--- config.mk ---
export PLATFORM = sky130hd
export DESIGN_NAME = subword_lsu
export DESIGN_NICKNAME = d
export VERILOG_FILES = /design/src/rtl/subword_lsu_pkg.sv /design/src/rtl/subword_lsu_decode.sv /design/src/rtl/subword_lsu_store.sv /design/src/rtl/subword_lsu_load.sv /design/src/rtl/subword_lsu.sv
export SDC_FILE = /design/constraint.sdc
export NUM_CORES = 1
export LEC_CHECK = 0
export BUFFER_PORTS_ARGS = -buffer_cell sky130_fd_sc_hd__clkbuf_2
export CORE_AREA = 2 2 79 81
export DETAILED_ROUTE_END_ITERATION = 12
export DIE_AREA = 0 0 81 83
export PLACE_DENSITY_LB_ADDON = 0.25
export SYNTH_ARGS = -nofsm -noshare
export SYNTH_HDL_FRONTEND = slang
export SYNTH_HIERARCHICAL = 1
export SYNTH_SLANG_ARGS = --single-unit
--- constraint.sdc ---
create_clock -name vclk -period 1.44
set_input_delay 0.072 -clock vclk [all_inputs]
set_output_delay 0.072 -clock vclk [all_outputs]
set_load 0.05 [all_outputs]
--- src/rtl/subword_lsu_pkg.sv ---
package subword_lsu_pkg;

   typedef enum logic [1:0] {
      SZ_BYTE = 2'd0,
      SZ_HALF = 2'd1,
      SZ_WORD = 2'd2,
      SZ_NONE = 2'd3
   } acc_size_e;

   typedef struct packed {
      acc_size_e size;
      logic      sext;
   } acc_kind_t;

   function automatic acc_kind_t decode_code(input logic [2:0] code);
      acc_kind_t k;
      case (code)
         3'b000:  k = '{size: SZ_BYTE, sext: 1'b1};
         3'b001:  k = '{size: SZ_HALF, sext: 1'b1};
         3'b010:  k = '{size: SZ_WORD, sext: 1'b0};
         3'b100:  k = '{size: SZ_BYTE, sext: 1'b0};
         3'b101:  k = '{size: SZ_HALF, sext: 1'b0};
         default: k = '{size: SZ_NONE, sext: 1'b0};
      endcase
      return k;
   endfunction

endpackage

--- src/rtl/subword_lsu_decode.sv ---
module subword_lsu_decode
   import subword_lsu_pkg::*;
(
   input  logic [2:0] i_code,
   input  logic [1:0] i_offset,
   output acc_kind_t  o_kind,
   output logic       o_bad
);
   logic misaligned;

   always_comb begin
      o_kind = decode_code(i_code);
      case (o_kind.size)
         SZ_HALF: misaligned = i_offset[0];
         SZ_WORD: misaligned = |i_offset;
         default: misaligned = 1'b0;
      endcase
      o_bad = misaligned | (o_kind.size == SZ_NONE);
   end

   // a word access off a word boundary is never judged good
   always_comb begin
      if (o_kind.size == SZ_WORD && i_offset != 2'b00)
         a_r7_word_offset: assert (o_bad) else $error("word access at offset accepted");
   end
endmodule

--- src/rtl/subword_lsu_store.sv ---
module subword_lsu_store
   import subword_lsu_pkg::*;
#(
   parameter int DATA_W = 32,
   localparam int LANES = DATA_W / 8
) (
   input  acc_size_e             i_size,
   input  logic [1:0]            i_offset,
   input  logic                  i_enable,
   input  logic [DATA_W-1:0]     i_data,
   output logic [LANES-1:0]      o_be,
   output logic [DATA_W-1:0]     o_wdata
);
   localparam int HALF_W = DATA_W / 2;

   always_comb begin
      case (i_size)
         SZ_BYTE: o_wdata = {LANES{i_data[7:0]}};
         SZ_HALF: o_wdata = {2{i_data[HALF_W-1:0]}};
         default: o_wdata = i_data;
      endcase
   end

   for (genvar g = 0; g < LANES; g++) begin : g_lane
      localparam logic [1:0] LANE_ID = 2'(g);
      always_comb begin
         case (i_size)
            SZ_BYTE: o_be[g] = i_enable && (i_offset == LANE_ID);
            SZ_HALF: o_be[g] = i_enable && (i_offset[1] == LANE_ID[1]);
            SZ_WORD: o_be[g] = i_enable;
            default: o_be[g] = 1'b0;
         endcase
      end
   end

   // lane count matches the access width when enabled
   always_comb begin
      if (i_enable && i_size == SZ_BYTE)
         a_r2_one_lane: assert ($countones(o_be) == 1) else $error("byte store lane count");
      if (i_enable && i_size == SZ_HALF)
         a_r3_two_lanes: assert ($countones(o_be) == 2) else $error("half store lane count");
      if (i_enable && i_size == SZ_WORD)
         a_r4_all_lanes: assert (&o_be) else $error("word store lane count");
   end
endmodule

--- src/rtl/subword_lsu_load.sv ---
module subword_lsu_load
   import subword_lsu_pkg::*;
#(
   parameter int DATA_W = 32
) (
   input  acc_kind_t          i_kind,
   input  logic [1:0]         i_offset,
   input  logic [DATA_W-1:0]  i_rdata,
   output logic [DATA_W-1:0]  o_data
);
   localparam int HALF_W = DATA_W / 2;

   logic [DATA_W-1:0] byte_word;
   logic [DATA_W-1:0] half_word;
   logic [7:0]        sel_byte;
   logic [HALF_W-1:0] sel_half;

   always_comb begin
      byte_word = i_rdata >> {i_offset, 3'b000};
      half_word = i_rdata >> {i_offset[1], 4'b0000};
      sel_byte  = byte_word[7:0];
      sel_half  = half_word[HALF_W-1:0];
      case (i_kind.size)
         SZ_BYTE: o_data = {{(DATA_W-8){i_kind.sext & sel_byte[7]}}, sel_byte};
         SZ_HALF: o_data = {{(DATA_W-HALF_W){i_kind.sext & sel_half[HALF_W-1]}}, sel_half};
         default: o_data = i_rdata;
      endcase
   end

   // the upper bits follow the extension kind
   always_comb begin
      if (i_kind.size == SZ_BYTE && !i_kind.sext)
         a_r6_zero_byte: assert (o_data[DATA_W-1:8] == '0) else $error("byte not zero-extended");
      if (i_kind.size == SZ_BYTE && i_kind.sext)
         a_r5_sign_byte: assert (o_data[DATA_W-1:7] == '0 || &o_data[DATA_W-1:7])
            else $error("byte not sign-extended");
   end
endmodule

--- src/rtl/subword_lsu.sv ---
module subword_lsu
   import subword_lsu_pkg::*;
#(
   parameter int ADDR_W = 32,
   parameter int DATA_W = 32,
   localparam int RAM_AW = ADDR_W - 2,
   localparam int LANES  = DATA_W / 8
) (
   input  logic [ADDR_W-1:0]  i_addr,
   input  logic [2:0]         i_code,
   input  logic               i_is_load,
   input  logic               i_is_store,
   input  logic [DATA_W-1:0]  i_store_data,
   input  logic [DATA_W-1:0]  i_ram_rdata,
   output logic [RAM_AW-1:0]  o_ram_addr,
   output logic               o_ram_we,
   output logic [LANES-1:0]   o_ram_be,
   output logic [DATA_W-1:0]  o_ram_wdata,
   output logic [DATA_W-1:0]  o_load_data,
   output logic               o_reg_we,
   output logic               o_drop
);
   initial begin
      assert (DATA_W == 32) else $error("DATA_W must be 32");
      assert (ADDR_W >= 3) else $error("ADDR_W too small");
   end

   acc_kind_t  kind;
   logic       bad;
   logic [1:0] offset;
   logic       store_ok;

   assign offset     = i_addr[1:0];
   assign o_ram_addr = i_addr[ADDR_W-1:2];
   assign store_ok   = i_is_store & ~bad;
   assign o_ram_we   = store_ok;
   assign o_reg_we   = i_is_load & ~bad;
   assign o_drop     = (i_is_load | i_is_store) & bad;

   subword_lsu_decode u_decode (
      .i_code   (i_code),
      .i_offset (offset),
      .o_kind   (kind),
      .o_bad    (bad)
   );

   subword_lsu_store #(.DATA_W(DATA_W)) u_store (
      .i_size   (kind.size),
      .i_offset (offset),
      .i_enable (store_ok),
      .i_data   (i_store_data),
      .o_be     (o_ram_be),
      .o_wdata  (o_ram_wdata)
   );

   subword_lsu_load #(.DATA_W(DATA_W)) u_load (
      .i_kind   (kind),
      .i_offset (offset),
      .i_rdata  (i_ram_rdata),
      .o_data   (o_load_data)
   );

   always_comb begin
      // a dropped access leaves no side effect
      if (o_drop)
         a_r7_no_effect: assert (!o_ram_we && o_ram_be == '0 && !o_reg_we)
            else $error("dropped access has side effect");
      // byte enables only accompany a store write
      if (!o_ram_we)
         a_r9_be_idle: assert (o_ram_be == '0) else $error("byte enables without write");
      // write-back only for a requested load
      if (o_reg_we)
         a_r9_load_only: assert (i_is_load && !o_drop) else $error("write-back without load");
   end
endmodule

==> reports/qor.csv, run 1 <==
stage;metric;value;unit
outcome;result_of_the_run;finished with violations;
outcome;failed_checks;negative setup slack;
sta;max_freq;630;MHz
floorplan;initial_utilization;0.286;
floorplan;die_area;6720;um^2
synthesis;synthesis.yosys.warnings;6;
sta;drv_slew;0;
critical_path;timing.critical_path.fanout_max;5;
synthesis;synth.avg_cell_area;7.10;um^2
final_layout;ff_latch_area;0;um^2
final_layout;layout_commonest_cell;sky130_fd_sc_hd__clkbuf_2;
placed_design;place.detailed.instances;422;
global_route;grt.overflow.total;0;
placed_design;place.port_buffers;142;
placed_design;place.gp.congestion;0.771;
floorplan;ioPinCount;202;
detailed_routing;starting_drt_drc_count;96;
sta;setup_repair_after_global_routing_missed_its_margin;true;
final_layout;area_growth;106;%
final_layout;commonest_non_fill_non_tap_cells_in_the_layout;92 x sky130_fd_sc_hd__clkbuf_2, 33 x sky130_fd_sc_hd__buf_8, 27 x sky130_fd_sc_hd__a21oi_1;
global_route;via_count_of_the_first_global_routing_pass;2179;
sta;final_hold_viol_count;0;
synthesis;synth_area_leaders;sky130_fd_sc_hd__buf_4 19%, sky130_fd_sc_hd__a21oi_1 14%, sky130_fd_sc_hd__mux2i_1 13%;
floorplan;floorplan.rows;28;
synthesis;synth_top_cell_by_area;sky130_fd_sc_hd__buf_4;
detailed_routing;drt-wirelength-per-cell;16.7;um
floorplan;floorplan.die.width;81;um
power;total_leakage_power;0.00156;uW
synthesis;syn_inst;234;
critical_path;worst_ep_arrival_time;1.52;ns
detailed_routing;drt_pass1_iterations;4;
synthesis;synth_cell_type_count;32;
detailed_routing;drt-total-wl;7140;um
critical_path;cpMaxStageDelayCell;sky130_fd_sc_hd__ha_4;
critical_path;path_cells;buf_8 > a21o_4 > ha_4 > nand3b_1 > o211ai_1 > nor2b_4 > nand2_4 > a21oi_4 > buf_8;
final_layout;fraction_of_final_layout_cells_with_drive_strength_greater_than_1;0.682;
detailed_routing;final_antenna_net_count;0;
synthesis;mappedNetlistNets;338;
hold_path;hold_class;input port to output pin;
global_route;global_route_wire_length_before_repair;11200;um
detailed_routing;route.detailed.drc;0;
critical_path;critPathRequiredTime;1.37;ns
sta;worst_pin_slew;0.478;ns
synthesis;synthDominantCellAreaShare;0.185;
placed_design;hpwl;5510;um
sta;max-slew-margin-rel;0.678;
detailed_routing;vias_per_cell;4.85;
floorplan;core;5820;um^2
final_layout;layout.nets;458;
global_route;antenna_found_initial;0;
final_layout;clock_tree_buffer_count_of_the_final_layout;0;
power;worst_ir_drop_vdd;0.000344;V
final_layout;stdcell_count;427;
critical_path;critical_path.most_common_cell;sky130_fd_sc_hd__buf_8;
global_route;grtUsageTotal;0.205;
global_route;largest_net_degree_at_the_start_of_global_routing;27;
synthesis;sequential_area_share_after_synthesis;0;
sta;final.setup.worst_slack;-0.148;ns
critical_path;end_kind;output pin;
power;power_density;552;nW/um^2
detailed_routing;vias;2072;
synthesis;synth_cell_area;1660;um^2
critical_path;cp_max_stage_delay;0.27;ns
sta;period_needed;1.59;ns
critical_path;timing.setup.critical_path_class;input port to output pin;
sta;finalCritPeriodShare;1.10;
floorplan;die-height;83;um
final_layout;antenna_diode_count;0;
final_layout;numSequentialCells;0;
flow_run;count_of_maximum_capacitance_violations;0;
sta;report.final.setup_viol;34;
placed_design;detailedPlace.worstSlack;-0.250;ns
critical_path;critical_path.startpoint_type;input port;
-- where the power goes --
part | internal [uW] | total [uW] | switching (uW)
clock network | 0 | 0 | 0
logic | 775 | 1890 | 1120
registers | 0 | 0 | 0
-- through the flow --
step / utilization / instance area [um^2] / setup TNS, ns / hold slack [ns] / total power (uW)
detailed placement: 0.493 / 2870 / -6.99 / 0.144 / 1610
finish: 0.590 / 3430 / -1.86 / 0.144 / 1890
CTS: 0.569 / 3310 / -3.61 / 0.144 / 1810
global placement: 0.493 / 2870 / -6.15 / 0.144 / 1600
floorplan: - / 2050 / -2.69 / 0.309 / 1360
global route: 0.590 / 3430 / -4.16 / 0.144 / 1970
-- cells by family after synthesis --
family,count (synthesis),synth area share
AO/OA/AOI/OAI,78,0.306
buffers and inverters,64,0.254
AND/OR/NAND/NOR,49,0.159
multiplexers,40,0.259
adder cells (fa/ha/maj),3,0.0226
-- cell usage after synthesis, drive strengths merged (2+ instances only) --
library cell / instances
a21oi: 46
o221ai: 8
nand2b: 2
o21ai: 11
inv: 5
buf: 48
clkbuf: 10
nor2b: 20
mux2: 18
mux2i: 22
nand2: 19
o211ai: 2
nor2: 4
o22a: 7
ha: 3
-- cell type report --
type	instances	area, um^2
fill	511	2390
inverter	6	22.5
multi-input combinational	171	1690
tap	75	93.8
timing repair buffer	175	1630
-- critical path: cells and delay by family --
kind	cells	cell delay, ns
compound gates	3	0.53
simple gates	3	0.37
buf+inv	2	0.26
fa+ha+maj	1	0.27
-- final timing paths --
kind,startpoint,to,cells past startpoint
max,i_code[2],o_ram_be[3],9
min,i_addr[12],o_ram_addr[10],0
-- per-layer routing --
metal  vias up  global-route usage  routed length (um)
li1       1032                   -                   -
met1       928               0.258                2900
met2        88               0.358                3600
met3        24              0.0174                 410
met4         0              0.0678                 223
met5         -                   0                   0
-- repair_timing --
| action | 4_1_cts | 5_1_grt |
|---|---|---|
| hold buffers | 0 | 0 |
| endpoints found under the setup margin | 47 | 48 |
| gates cloned | 2 | 1 |
| pin swaps | 13 | 8 |
| resized for setup | 86 | 50 |
| buffers inserted | 2 | 1 |
Note: power is estimated with default switching activity, not from simulation.
==> run 2: changes to the inputs <==
CELL_PAD_IN_SITES_DETAIL_PLACEMENT = 1   (was default)
CELL_PAD_IN_SITES_GLOBAL_PLACEMENT = 2   (was default)
CORE_AREA = default   (was 2 2 79 81)
CORE_UTILIZATION = 15   (was default)
DIE_AREA = default   (was 0 0 81 83)
==> run 2 against run 1 <==
Largest cell class is now buffers. Sequential share of layout area stayed put. Final area rose by 4.5%. First-iteration DRC count fell by 49%. Combinational power barely moved. Non-clock buffer count rose by 7. Count of clock-buffer cells in the layout is the same. Maximum frequency is 3.0% lower. Global-route usage is 8.3 points lower. The flow still finishes with violations (negative setup slack). Via count rose by 2.4%. Critical path depth did not move. Die area increased by 71%.
==> reports/qor.csv, run 2 (synthesized netlist as in run 1, its figures left out) <==
stage;metric;value;unit;change
power;netSwitchingFraction;0.586;;-0.00485
placed_design;place.port_buffers;142;;unchanged
final_layout;stdcell_count;498;;+17%
power;clock_power_share;0;;unchanged
critical_path;end_kind;output pin;;
detailed_routing;drt-wirelength-per-cell;15.2;um;-9.1%
power;cell_internal_pwr;791;uW;+2.0%
floorplan;floorplan.rows;38;;+36%
sta;report.final.setup_viol;27;;-21%
sta;max_freq;611;MHz;-3.0%
power;pwr-share-seq;0;;unchanged
floorplan;die-height;107;um;+29%
outcome;result_of_the_run;finished with violations;;
critical_path;timing.critical_path.to;o_load_data[10];;
global_route;largest_net_degree_at_the_start_of_global_routing;33;;+22%
sta;final.setup.worst_slack;-0.198;ns;-0.0499 ns
final_layout;layout_commonest_cell;sky130_fd_sc_hd__clkbuf_2;;
global_route;grtUsageTotal;0.122;;-0.0826
sta;max-slew-margin-rel;0.699;;+0.0206
flow_run;count_of_maximum_capacitance_violations;0;;unchanged
final_layout;clock_tree_buffer_count_of_the_final_layout;0;;unchanged
critical_path;critical_path.most_common_cell;sky130_fd_sc_hd__buf_12;;
placed_design;place.detailed.instances;486;;+15%
detailed_routing;route.detailed.drc;0;;unchanged
floorplan;ioPinCount;202;;unchanged
critical_path;critPathRequiredTime;1.37;ns;about the same
outcome;failed_checks;negative setup slack;;
final_layout;layout.nets;464;;+1.3%
final_layout;numSequentialCells;0;;unchanged
final_layout;antenna_diode_count;0;;unchanged
global_route;global_route_wire_length_before_repair;11300;um;+0.30%
placed_design;hpwl;6080;um;+10%
critical_path;timing.critical_path.fanout_max;9;;+4
clocking;ctsHoldBuffers;0;;unchanged
detailed_routing;vias_per_cell;4.26;;-12%
power;power_density;533;nW/um^2;-3.5%
global_route;via_count_of_the_first_global_routing_pass;2133;;-2.1%
final_layout;ff_latch_area;0;um^2;unchanged
sta;period_needed;1.64;ns;+0.0499 ns
global_route;antenna_found_initial;0;;unchanged
final_layout;commonest_non_fill_non_tap_cells_in_the_layout;91 x sky130_fd_sc_hd__clkbuf_2, 26 x sky130_fd_sc_hd__a21oi_1, 24 x sky130_fd_sc_hd__buf_4;;
sta;final_hold_viol_count;0;;unchanged
critical_path;worstSetupStartpoint;i_code[1];;
final_layout;area_growth;116;%;
critical_path;cp_max_stage_delay;0.25;ns;-0.02 ns
sta;finalCritPeriodShare;1.14;;+0.0347
power;power.net_switching;1120;uW;about the same
detailed_routing;final_antenna_net_count;0;;unchanged
detailed_routing;drt-total-wl;7570;um;+6.0%
floorplan;core;10800;um^2;+86%
sta;worst_pin_slew;0.447;ns;-0.0306 ns
sta;setup_repair_after_global_routing_missed_its_margin;true;;
critical_path;cpMaxStageDelayCell;sky130_fd_sc_hd__a21o_4;;
power;worst_ir_drop_vdd;0.000201;V;-42%
critical_path;worst_ep_arrival_time;1.57;ns;+0.05 ns
detailed_routing;vias;2121;;+2.4%
placed_design;place.gp.congestion;0.717;;-7.0%
hold_path;hold_class;input port to output pin;;
power;total_leakage_power;0.00159;uW;+2.0%
final_layout;postLayoutCoreUtil;0.332;;-0.258
critical_path;critical_path.startpoint_type;input port;;
power;power_frac_comb;1.000;;about the same
floorplan;die_area;11500;um^2;+71%
floorplan;initial_utilization;0.154;;-0.132
final_layout;fraction_of_final_layout_cells_with_drive_strength_greater_than_1;0.687;;+0.00533
floorplan;floorplan.die.width;107;um;+32%
detailed_routing;drt_pass1_iterations;4;;unchanged
sta;drv_slew;0;;unchanged
critical_path;path_cells;buf_6 > a21o_4 > buf_4 > nor3b_4 > a22oi_4 > buf_12 > buf_12 > o221ai_4 > buf_8;;
global_route;grt.overflow.total;0;;unchanged
critical_path;timing.setup.critical_path_class;input port to output pin;;
detailed_routing;starting_drt_drc_count;49;;-49%
run 2: metal layers:
| metal | up-vias | routed length [um] | GRT usage | share of wire |
|---|---|---|---|---|
| met5 | - | 0 | 0 | 0 |
| met4 | 0 | 95 | 0.0166 | 0.013 |
| met3 | 14 | 365 | 0.0109 | 0.048 |
| met2 | 68 | 4050 | 0.232 | 0.53 |
| met1 | 996 | 3060 | 0.151 | 0.40 |
| li1 | 1043 | - | - | - |
run 2: power by group through the flow:
stage          Clock, uW  Sequential, uW  Combinational, uW
3_5_place_dp           0               0               1660
5_1_grt                0               0               2000
6_report               0               0               1910
2_1_floorplan          0               0               1360
4_1_cts                0               0               1820
3_3_place_gp           0               0               1650
run 2: layout make-up:
cell class,count,area (um^2)
fill,1242,7210
tap,140,175
timing repair buffer,182,1700
multi-input combinational,170,1690
inverter,6,22.5
run 2: through the flow:
stage	TNS [ns]	cell area, um^2	total power (uW)	hold WS, ns	worst slack [ns]
floorplan	-2.69	2050	1360	0.309	-0.326
global placement	-4.83	3000	1650	0.144	-0.188
detailed placement	-5.73	3000	1660	0.144	-0.211
CTS	-2.40	3350	1820	0.144	-0.177
global route	-5.46	3580	2000	0.144	-0.253
finish	-3.20	3580	1910	0.144	-0.198
run 2: critical path: cells and delay by family:
kind | cells | cell delay, ns
buf+inv | 5 | 0.74
simple gates | 1 | 0.22
compound gates | 3 | 0.54
run 2: worst min path at each step:
stage	slack [ns]	start	to	depth (start not counted)
detailed placement	0.14	i_addr[14]	o_ram_addr[12]	0
finish	0.14	i_addr[2]	o_ram_addr[0]	0
floorplan	0.31	i_is_store	o_ram_we	1
CTS	0.14	i_addr[14]	o_ram_addr[12]	0
global placement	0.14	i_addr[14]	o_ram_addr[12]	0
global route	0.14	i_addr[23]	o_ram_addr[21]	0
run 2: what timing repair did:
| item | 4_1_cts | 5_1_grt |
|---|---|---|
| pin swaps | 2 | 9 |
| setup endpoints to repair | 48 | 54 |
| buffers inserted | 3 | 10 |
| resized for setup | 77 | 53 |
| cloned | 0 | 1 |
